**config.mk**
```make
export PLATFORM = sky130hd
export DESIGN_NAME = smt_table
export DESIGN_NICKNAME = d
export VERILOG_FILES = /design/src/rtl/smt_pkg.sv /design/src/rtl/smt_slot_bank.sv /design/src/rtl/smt_resolve.sv /design/src/rtl/smt_table.sv
export SDC_FILE = /design/constraint.sdc
export NUM_CORES = 2
export LEC_CHECK = 0
export CAP_MARGIN = 15
export CORE_ASPECT_RATIO = 2
export CORE_MARGIN = 2
export CORE_UTILIZATION = 56
export CTS_CLUSTER_SIZE = 10
export DETAILED_ROUTE_END_ITERATION = 8
export PLACE_DENSITY = 0.8
export SYNTH_ARGS = -nofsm -noshare
export SYNTH_HDL_FRONTEND = slang
export SYNTH_SLANG_ARGS = --single-unit
```
**constraint.sdc**
```tcl
create_clock -name clk -period 5.2 [get_ports clk]
set_clock_uncertainty 0.1 [all_clocks]
set_input_delay 1.04 -clock clk [delete_from_list [all_inputs] [get_ports clk]]
set_output_delay 1.04 -clock clk [all_outputs]
set_load 0.03 [all_outputs]
```
**src/rtl/smt_pkg.sv**
```systemverilog
package smt_pkg;

    localparam int unsigned DEF_SLOTS = 16;
    localparam int unsigned DEF_SID_W = 16;
    localparam int unsigned DEF_CB_W  = 4;

    typedef enum logic [1:0] {
        RT_FAULT  = 2'd0,
        RT_BYPASS = 2'd1,
        RT_XLATE  = 2'd2,
        RT_RSVD   = 2'd3
    } route_t;

    typedef enum logic [2:0] {
        K_ENTRY_FAULT = 3'd0,
        K_BYPASS      = 3'd1,
        K_XLATE       = 3'd2,
        K_UNMATCHED   = 3'd3,
        K_CONFLICT    = 3'd4
    } kind_t;

    function automatic kind_t kind_of_route(route_t r);
        case (r)
            RT_BYPASS: return K_BYPASS;
            RT_XLATE:  return K_XLATE;
            default:   return K_ENTRY_FAULT;
        endcase
    endfunction

endpackage

```
**src/rtl/smt_slot_bank.sv**
```systemverilog
module smt_slot_bank
    import smt_pkg::*;
#(
    parameter int unsigned NSLOT  = DEF_SLOTS,
    parameter int unsigned SID_W  = DEF_SID_W,
    parameter int unsigned CB_W   = DEF_CB_W,
    parameter int unsigned IDX_W  = $clog2(NSLOT),
    parameter int unsigned DATA_W = 2 * SID_W + 1
) (
    input  logic                        clk,
    input  logic                        rst,
    input  logic                        wr_en,
    input  logic                        wr_sel,
    input  logic [IDX_W-1:0]            wr_idx,
    input  logic [DATA_W-1:0]           wr_data,
    input  logic [SID_W-1:0]            lk_sid,
    output logic [NSLOT-1:0]            hit_vec,
    output logic [NSLOT-1:0][1:0]       rt_vec,
    output logic [NSLOT-1:0][CB_W-1:0]  cb_vec
);

    logic [NSLOT-1:0]             v_q;
    logic [NSLOT-1:0][SID_W-1:0]  id_q;
    logic [NSLOT-1:0][SID_W-1:0]  mask_q;

    for (genvar g = 0; g < NSLOT; g++) begin : g_slot
        logic sel_me;
        assign sel_me = wr_en && (wr_idx == IDX_W'(g));

        always_ff @(posedge clk) begin
            if (rst) begin
                v_q[g]    <= 1'b0;
                id_q[g]   <= '0;
                mask_q[g] <= '0;
                rt_vec[g] <= RT_FAULT;
                cb_vec[g] <= '0;
            end else if (sel_me) begin
                if (!wr_sel) begin
                    id_q[g]   <= wr_data[SID_W-1:0];
                    mask_q[g] <= wr_data[2*SID_W-1:SID_W];
                    v_q[g]    <= wr_data[2*SID_W];
                end else begin
                    rt_vec[g] <= wr_data[1:0];
                    cb_vec[g] <= wr_data[2+CB_W-1:2];
                end
            end
        end

        assign hit_vec[g] = v_q[g] && (((lk_sid ^ id_q[g]) & ~mask_q[g]) == '0);
    end

endmodule

```
**src/rtl/smt_resolve.sv**
```systemverilog
module smt_resolve
    import smt_pkg::*;
#(
    parameter int unsigned NSLOT = DEF_SLOTS,
    parameter int unsigned CB_W  = DEF_CB_W
) (
    input  logic [NSLOT-1:0]            hit_vec,
    input  logic [NSLOT-1:0][1:0]       rt_vec,
    input  logic [NSLOT-1:0][CB_W-1:0]  cb_vec,
    output kind_t                       kind,
    output logic [CB_W-1:0]             cb,
    output logic                        conflict
);

    logic              any_hit;
    logic              multi_hit;
    route_t            sel_rt;
    logic [CB_W-1:0]   sel_cb;

    always_comb begin
        any_hit   = |hit_vec;
        multi_hit = |(hit_vec & (hit_vec - NSLOT'(1)));
        sel_rt    = RT_FAULT;
        sel_cb    = '0;
        for (int i = NSLOT - 1; i >= 0; i--) begin
            if (hit_vec[i]) begin
                sel_rt = route_t'(rt_vec[i]);
                sel_cb = cb_vec[i];
            end
        end
    end

    always_comb begin
        conflict = 1'b0;
        cb       = '0;
        if (!any_hit) begin
            kind = K_UNMATCHED;
        end else if (multi_hit) begin
            kind     = K_CONFLICT;
            conflict = 1'b1;
        end else begin
            kind = kind_of_route(sel_rt);
            if (sel_rt == RT_XLATE) cb = sel_cb;
        end
    end

endmodule

```
**src/rtl/smt_table.sv**
```systemverilog
module smt_table
    import smt_pkg::*;
#(
    parameter int unsigned NSLOT  = DEF_SLOTS,
    parameter int unsigned SID_W  = DEF_SID_W,
    parameter int unsigned CB_W   = DEF_CB_W,
    parameter int unsigned IDX_W  = $clog2(NSLOT),
    parameter int unsigned DATA_W = 2 * SID_W + 1
) (
    input  logic               clk,
    input  logic               rst,
    input  logic               wr_en,
    input  logic               wr_sel,
    input  logic [IDX_W-1:0]   wr_idx,
    input  logic [DATA_W-1:0]  wr_data,
    input  logic               lk_valid,
    input  logic [SID_W-1:0]   lk_sid,
    output logic               rsp_valid,
    output logic [2:0]         rsp_kind,
    output logic [CB_W-1:0]    rsp_cb,
    output logic               rsp_conflict
);

    logic [NSLOT-1:0]            hit_vec;
    logic [NSLOT-1:0][1:0]       rt_vec;
    logic [NSLOT-1:0][CB_W-1:0]  cb_vec;
    kind_t                       nx_kind;
    logic [CB_W-1:0]             nx_cb;
    logic                        nx_conflict;

    smt_slot_bank #(
        .NSLOT(NSLOT), .SID_W(SID_W), .CB_W(CB_W), .IDX_W(IDX_W), .DATA_W(DATA_W)
    ) u_bank (
        .clk(clk), .rst(rst),
        .wr_en(wr_en), .wr_sel(wr_sel), .wr_idx(wr_idx), .wr_data(wr_data),
        .lk_sid(lk_sid),
        .hit_vec(hit_vec), .rt_vec(rt_vec), .cb_vec(cb_vec)
    );

    smt_resolve #(.NSLOT(NSLOT), .CB_W(CB_W)) u_resolve (
        .hit_vec(hit_vec), .rt_vec(rt_vec), .cb_vec(cb_vec),
        .kind(nx_kind), .cb(nx_cb), .conflict(nx_conflict)
    );

    always_ff @(posedge clk) begin
        if (rst) begin
            rsp_valid    <= 1'b0;
            rsp_kind     <= K_UNMATCHED;
            rsp_cb       <= '0;
            rsp_conflict <= 1'b0;
        end else begin
            rsp_valid <= lk_valid;
            if (lk_valid) begin
                rsp_kind     <= nx_kind;
                rsp_cb       <= nx_cb;
                rsp_conflict <= nx_conflict;
            end
        end
    end

endmodule

```
Yosys cells after proc, flatten, opt, wreduce, memory -nomap -nowiden:

Index checks and enable logic that the tools add are counted.
W data, S select, Z words.

* input port bits: 58
* register bits: 633
* word-level logic and storage cells: 275
* output and inout bits: 9

* reduce and logical (&&, ||, !) cells: 83
* bitwise operators: 50
* mux-type cells: 40
* equal/unequal tests: 17
* $add $sub $neg: 1

Operators with widths (count)
* $and A16 B16 Y16: 17
* $logic_not A16 Y1: 16
* $not A16 Y16: 16
* $xor A16 B16 Y16: 16
* $mux W4: 19
* $reduce_and A2 Y1: 32
* $eq A4 B4 Y1 const B: 8
* $logic_and A1 B1 Y1: 32
* $mux W2: 16
* $reduce_or A16 Y1: 2
* $eq A4 B3 Y1 const B: 4
* $sub A16 B1 Y16 const B: 1
* $eq A4 B2 Y1 const B: 2
* $mux W3: 2
* $eq A4 B1 Y1 const B: 1
* $logic_not A4 Y1: 1
* $pmux W2 S2: 1
* $eq A2 B1 Y1 const B: 1
* $eq A2 B2 Y1 const B: 1
* $mux W1: 2
* $not A1 Y1: 1

Longest topological paths before layout:

* depth in word-level cells: 24
* depth in mapped cells: 13
* gate-level depth less buffers: 10

Cells and area by module:

From an unflattened synthesis, not the netlist that was laid out.

* cells, all modules: 3485
* area, all modules: 27739.1 um^2

By module, submodules not included
* smt_slot_bank: cells each 3246, instances 1, area an instance 26043.7 um^2
* smt_resolve: cells each 211, instances 1, area an instance 1376.3 um^2
* smt_table: cells each 28, instances 1, area an instance 319.1 um^2

Worst setup path before layout:

OpenSTA, ideal clock, no wires.

* kind: input -> register
* start: in lk_sid[6]
* end: reg rsp_cb[0]
* cell stages on the path: 13
* data arrival time: 3.512 ns
* setup slack: 1.501 ns
* data required time: 5.013 ns
* buffers on the path: 3
* cell sequence: buf_2 buf_4 xnor2_1 o22ai_1 nor4_1 and2_1 clkbuf_1 nand2_1 a211oi_2 a211oi_1 a211oi_2 nand3_2 o31ai_1

* word-level cells in the longest chain between the ends: 24
* elaborated cells on any way between the ends: 104
* classes of those cells: add/sub (1); eq/ne (1); mux (35); bitwise (33); reduce/logical (34)

Ends and longest elaborated chain
* start: declaration: RTL line smt_table.sv:17 `input logic [SID_W-1:0] lk_sid,`
* $xor A16 B16 Y16: RTL line smt_slot_bank.sv:49 `assign hit_vec[g] = v_q[g] && (((lk_sid ^ id_q[g]) & ~mask_q[g]) == '0);`
* $and A16 B16 Y16: RTL line smt_slot_bank.sv:49
* $logic_not A16 Y1: RTL line smt_slot_bank.sv:49
* $logic_and A1 B1 Y1: RTL line smt_slot_bank.sv:49
* $mux W2 (16 in a row): RTL line smt_resolve.sv:26 `if (hit_vec[i]) begin`
* $eq A2 B2 Y1: RTL line smt_resolve.sv:43 `if (sel_rt == RT_XLATE) cb = sel_cb;`
* $mux W4: RTL line smt_resolve.sv:43
* $mux W4: RTL line smt_resolve.sv:38 `end else if (multi_hit) begin`
* $mux W4 *: RTL line smt_resolve.sv:36 `if (!any_hit) begin`
* end signal: assignment: RTL line smt_table.sv:55 `rsp_cb <= nx_cb;`
* end: declaration: RTL line smt_table.sv:20 `output logic [CB_W-1:0] rsp_cb,`

Every way passes the cells marked *; elsewhere a longest branch is shown, timed or not.
A chain may end at the register's enable or synchronous reset.

Final worst setup path:

* start: in lk_sid[11]
* end: reg rsp_cb[0]

Same word-level chain as after synthesis.

==> qor.yml <==
outcome:
  run_status: "completed"
critical_path:
  worstRegToRegCells: 12
  cp_max_fo: 5
  startpoint_type: "primary input"
  crit_type: "primary input to register"
  path_cells: "clkdlybuf4s50_1 > buf_4 > buf_4 > xnor2_1 > o2111ai_1 > nand4_1 > nor3_1 > o211ai_1 > nor3b_1 > buf_4 > nand3_2 > o31ai_1"
  rr_endpoint: "rsp_cb[0]$_SDFFE_PP0P_"
  crit_path_max_incr_delay_ps: 720
  r2r_setup_slack_ps: 1600
  cp_data_required_time_ps: 5620
  worst_path_max_delay_cell: "o2111ai_1"
  crit_arrival_ps: 4960
  worstReg2RegStart: "u_bank.id_q[234]$_SDFFE_PP0P_"
  endpoint_kind: "register"
  crit_top_cell: "buf_4"
power:
  p_switching_mw: 2.41
  power_frac_comb_pct: 7.0
  p_per_area_nw_per_um2: 336
  vdd_ir_drop_max_v: 0.000190
  clkPwrFrac_pct: 44.3
  p_leak_nw: 9.54
  pwr-share-seq_pct: 48.7
  switching_share_pct: 23.9
  internal_power_mw: 7.66
place:
  placed_cell_area_sq_um: 28000
  dp_hpwl_mm: 55.7
  place_ws_ps: 366
  portBuffers: 66
  gp_congestion: 0.969
min_path:
  hold_end: "u_bank.mask_q[207]$_SDFFE_PP0P_"
  min_from: "u_bank.mask_q[207]$_SDFFE_PP0P_"
  holdPathStages: 2
  min_path_type: "register to register"
clocking:
  cts_resized: 0
  numCtsBuffers: 73
  cts_tree: "done"
  clock_latency_ps: 610
  path_clk_slew_ps: 50
  cts_max_level: 3
  cts_setup_buffers: 0
  postCtsHoldBufs: 0
  clockBufferDepth: 3
  clock-sinks: 632
  cts_root_buf: "clkbuf_16"
synth:
  synthTopCellsByArea: "dfxtp_1 47%, nand2_1 16%, a21oi_1 10%"
  yosysWarningCount: 0
  synthFlopType: "dfxtp_1"
  synth_area_sq_um: 26900
  yosysTopAreaCellShare_pct: 47.0
  synth_cell_types: 69
  syn_area_per_cell_sq_um: 7.80
  synthArstFlopShare_pct: 0
  syn-instance-count: 3454
  syn_nets: 3512
  ys_ff_latch: 632
  synth_edf_count: 0
  yosysSeqAreaShare_pct: 47.0
  synth_area_leader_cell: "dfxtp_1"
floorplan:
  core_sq_um: 47500
  fp.dieArea_sq_um: 50000
  initial_core_util_pct: 56.7
  die_w_microns: 159
  num_io_pins: 67
  die_h_microns: 314
  rows: 113
sta:
  max_freq_ghz: 0.220
  worst_slack_ps: 658
  tightest_slew_ps: 1370
  period_share_pct: 87.3
  layout_min_cycle_time_ps: 4540
  rsz0062_at_grt: "no"
  report.final.setup_viol: 0
  drv_slew: 0
  hold_viol: 0
  slew_headroom_pct: 8.48
  tns_ps: 0
global_routing:
  grtUsageMet1_pct: 37.3
  antenna_found_initial: 1
  grt_use_total_pct: 35.3
  grtUsageMet3_pct: 7.18
  grt_first_pass_wirelength_mm: 135
  grt_pass1_vias: 23541
  grt.overflow.total: 0
  grt.met2_usage_pct: 59.0
  top_usage_layer: "met2"
  grt_start_max_net_pins: 209
routing:
  wirelength_mm: 90.8
  viasPerCell: 6.10
  drt_iter0_markers: 2269
  wl_per_cell_microns: 22.5
  ant_nets: 0
  first_pass_iters: 6
  num_vias: 24559
  drc: 0
layout:
  final_nets: 3449
  syn_to_final_growth_pct: 11.5
  drive_gt1_share_pct: 6.51
  final_core_util_pct: 63.2
  fin_area_sq_um: 30000
job:
  maxCapViolations: 0
-- routing by layer --
| metal | up-vias | share of wire (%) |
|---|---|---|
| li1 | 11193 | - |
| met3 | 489 | 9.1 |
| met5 | - | 0 |
| met2 | 1337 | 47 |
| met1 | 11540 | 33 |
| met4 | 0 | 10 |
-- critical path: cells and delay by family --
kind / cells / cell delay (ps)
XOR/XNOR: 1 / 90
AND/OR/NAND/NOR: 4 / 1400
AO/OA/AOI/OAI: 3 / 1180
buffers and inverters: 4 / 1240
-- logic make-up (layout without fill, tap and decap cells) --
logic type,after synthesis,after routing,share of synthesized area [%]
buffers and inverters,322,263,5.04
adders and majority gates,1,1,0.0372
muxes,80,80,3.00
xor gates and xnor gates,256,256,8.38
DFF,632,632,47.0
AOI/OAI and AO/OA,771,771,15.8
other,0,1,0
and+or+nand+nor,1392,1392,20.8
-- flip-flops by register name (all words and copies together) (netlist names) --
signal,flops
rsp_kind,3
u_bank.v_q,16
u_bank.cb_vec,64
rsp_valid,1
u_bank.rt_vec,32
u_bank.mask_q,256
u_bank.id_q,256
rsp_cb,4
-- stage by stage --
stage | hold slack [ps] | total power [mW] | std cells
after floorplan | 332 | 5.40 | 3454
after global placement | 339 | 5.68 | 3946
after detailed placement | 343 | 5.68 | 3946
after CTS | 350 | 10.1 | 4025
after global routing | 369 | 10.3 | 4028
final | 350 | 10.1 | 4028
-- cell usage after synthesis, types with 3 or more instances --
| master | number |
|---|---|
| nand2_1 | 1133 |
| dfxtp_1 | 632 |
| a21oi_1 | 558 |
| clkbuf_1 | 268 |
| xnor2_1 | 248 |
| nor2_1 | 112 |
| o22ai_1 | 105 |
| mux2i_1 | 75 |
| nand3_1 | 36 |
| o21ai_0 | 29 |
| buf_4 | 22 |
| nor3_1 | 20 |
| inv_1 | 19 |
| or3_1 | 16 |
| nor4_1 | 14 |
| and2_1 | 13 |
| a31oi_1 | 11 |
| o22a_1 | 11 |
| buf_6 | 8 |
| o211ai_1 | 7 |
| o2111ai_1 | 6 |
| or4_1 | 6 |
| xor2_1 | 6 |
| a211oi_1 | 5 |
| a221o_1 | 5 |
| buf_2 | 5 |
| mux2_2 | 5 |
| nand2b_1 | 5 |
| nand4_1 | 5 |
| o31ai_1 | 5 |
| and3_1 | 4 |
| nor2b_1 | 4 |
| a22o_1 | 3 |
| a22oi_1 | 3 |
| nor3b_1 | 3 |
| o21a_1 | 3 |
-- cell usage in the layout (no fill, tap or decap), drive strengths merged, types with 6 or more instances in the layout --
master and count:
a211oi 7, a21oi 558, a31oi 11, and2 14, buf 109, clkbuf 76, clkdlybuf4s50 56, dfxtp 632
inv 21, mux2i 75, nand2 1134, nand3 37, nor2 112, nor3 21, nor4 16, o2111ai 6
o211ai 7, o21ai 29, o22a 11, o22ai 105, or3 16, or4 8, xnor2 250, xor2 6
-- power by group through the flow --
stage          registers, mW  clock network [mW]  logic [mW]
2_1_floorplan           5.00                   0       0.400
3_3_place_gp            5.01                   0       0.674
3_5_place_dp            5.01                   0       0.677
4_1_cts                 4.90                4.47       0.681
5_1_grt                 4.90                4.64       0.724
6_report                4.90                4.46       0.707
-- area by class of cell --
class	instances	area [sq um]
clock inverters	3	33.8
inverters	19	71.3
diodes	1	2.50
repair buffers	165	1590
clock buffers	76	1900
multi-input cells	2500	13000
flip-flops and latches	632	12700
well taps	632	791
fillers	4044	17500
-- how the worst max path moves through the flow --
| stage | from | end | slack, ps |
|---|---|---|---|
| floorplan | lk_sid[6] | rsp_cb[0]$_SDFFE_PP0P_ | 1500 |
| global placement | lk_sid[0] | rsp_cb[1]$_SDFFE_PP0P_ | 390 |
| detailed placement | lk_sid[0] | rsp_cb[2]$_SDFFE_PP0P_ | 370 |
| CTS | lk_sid[0] | rsp_cb[0]$_SDFFE_PP0P_ | 940 |
| global route | lk_sid[0] | rsp_cb[1]$_SDFFE_PP0P_ | 450 |
| finish | lk_sid[11] | rsp_cb[0]$_SDFFE_PP0P_ | 660 |
Power figures use the tool's default switching activity.
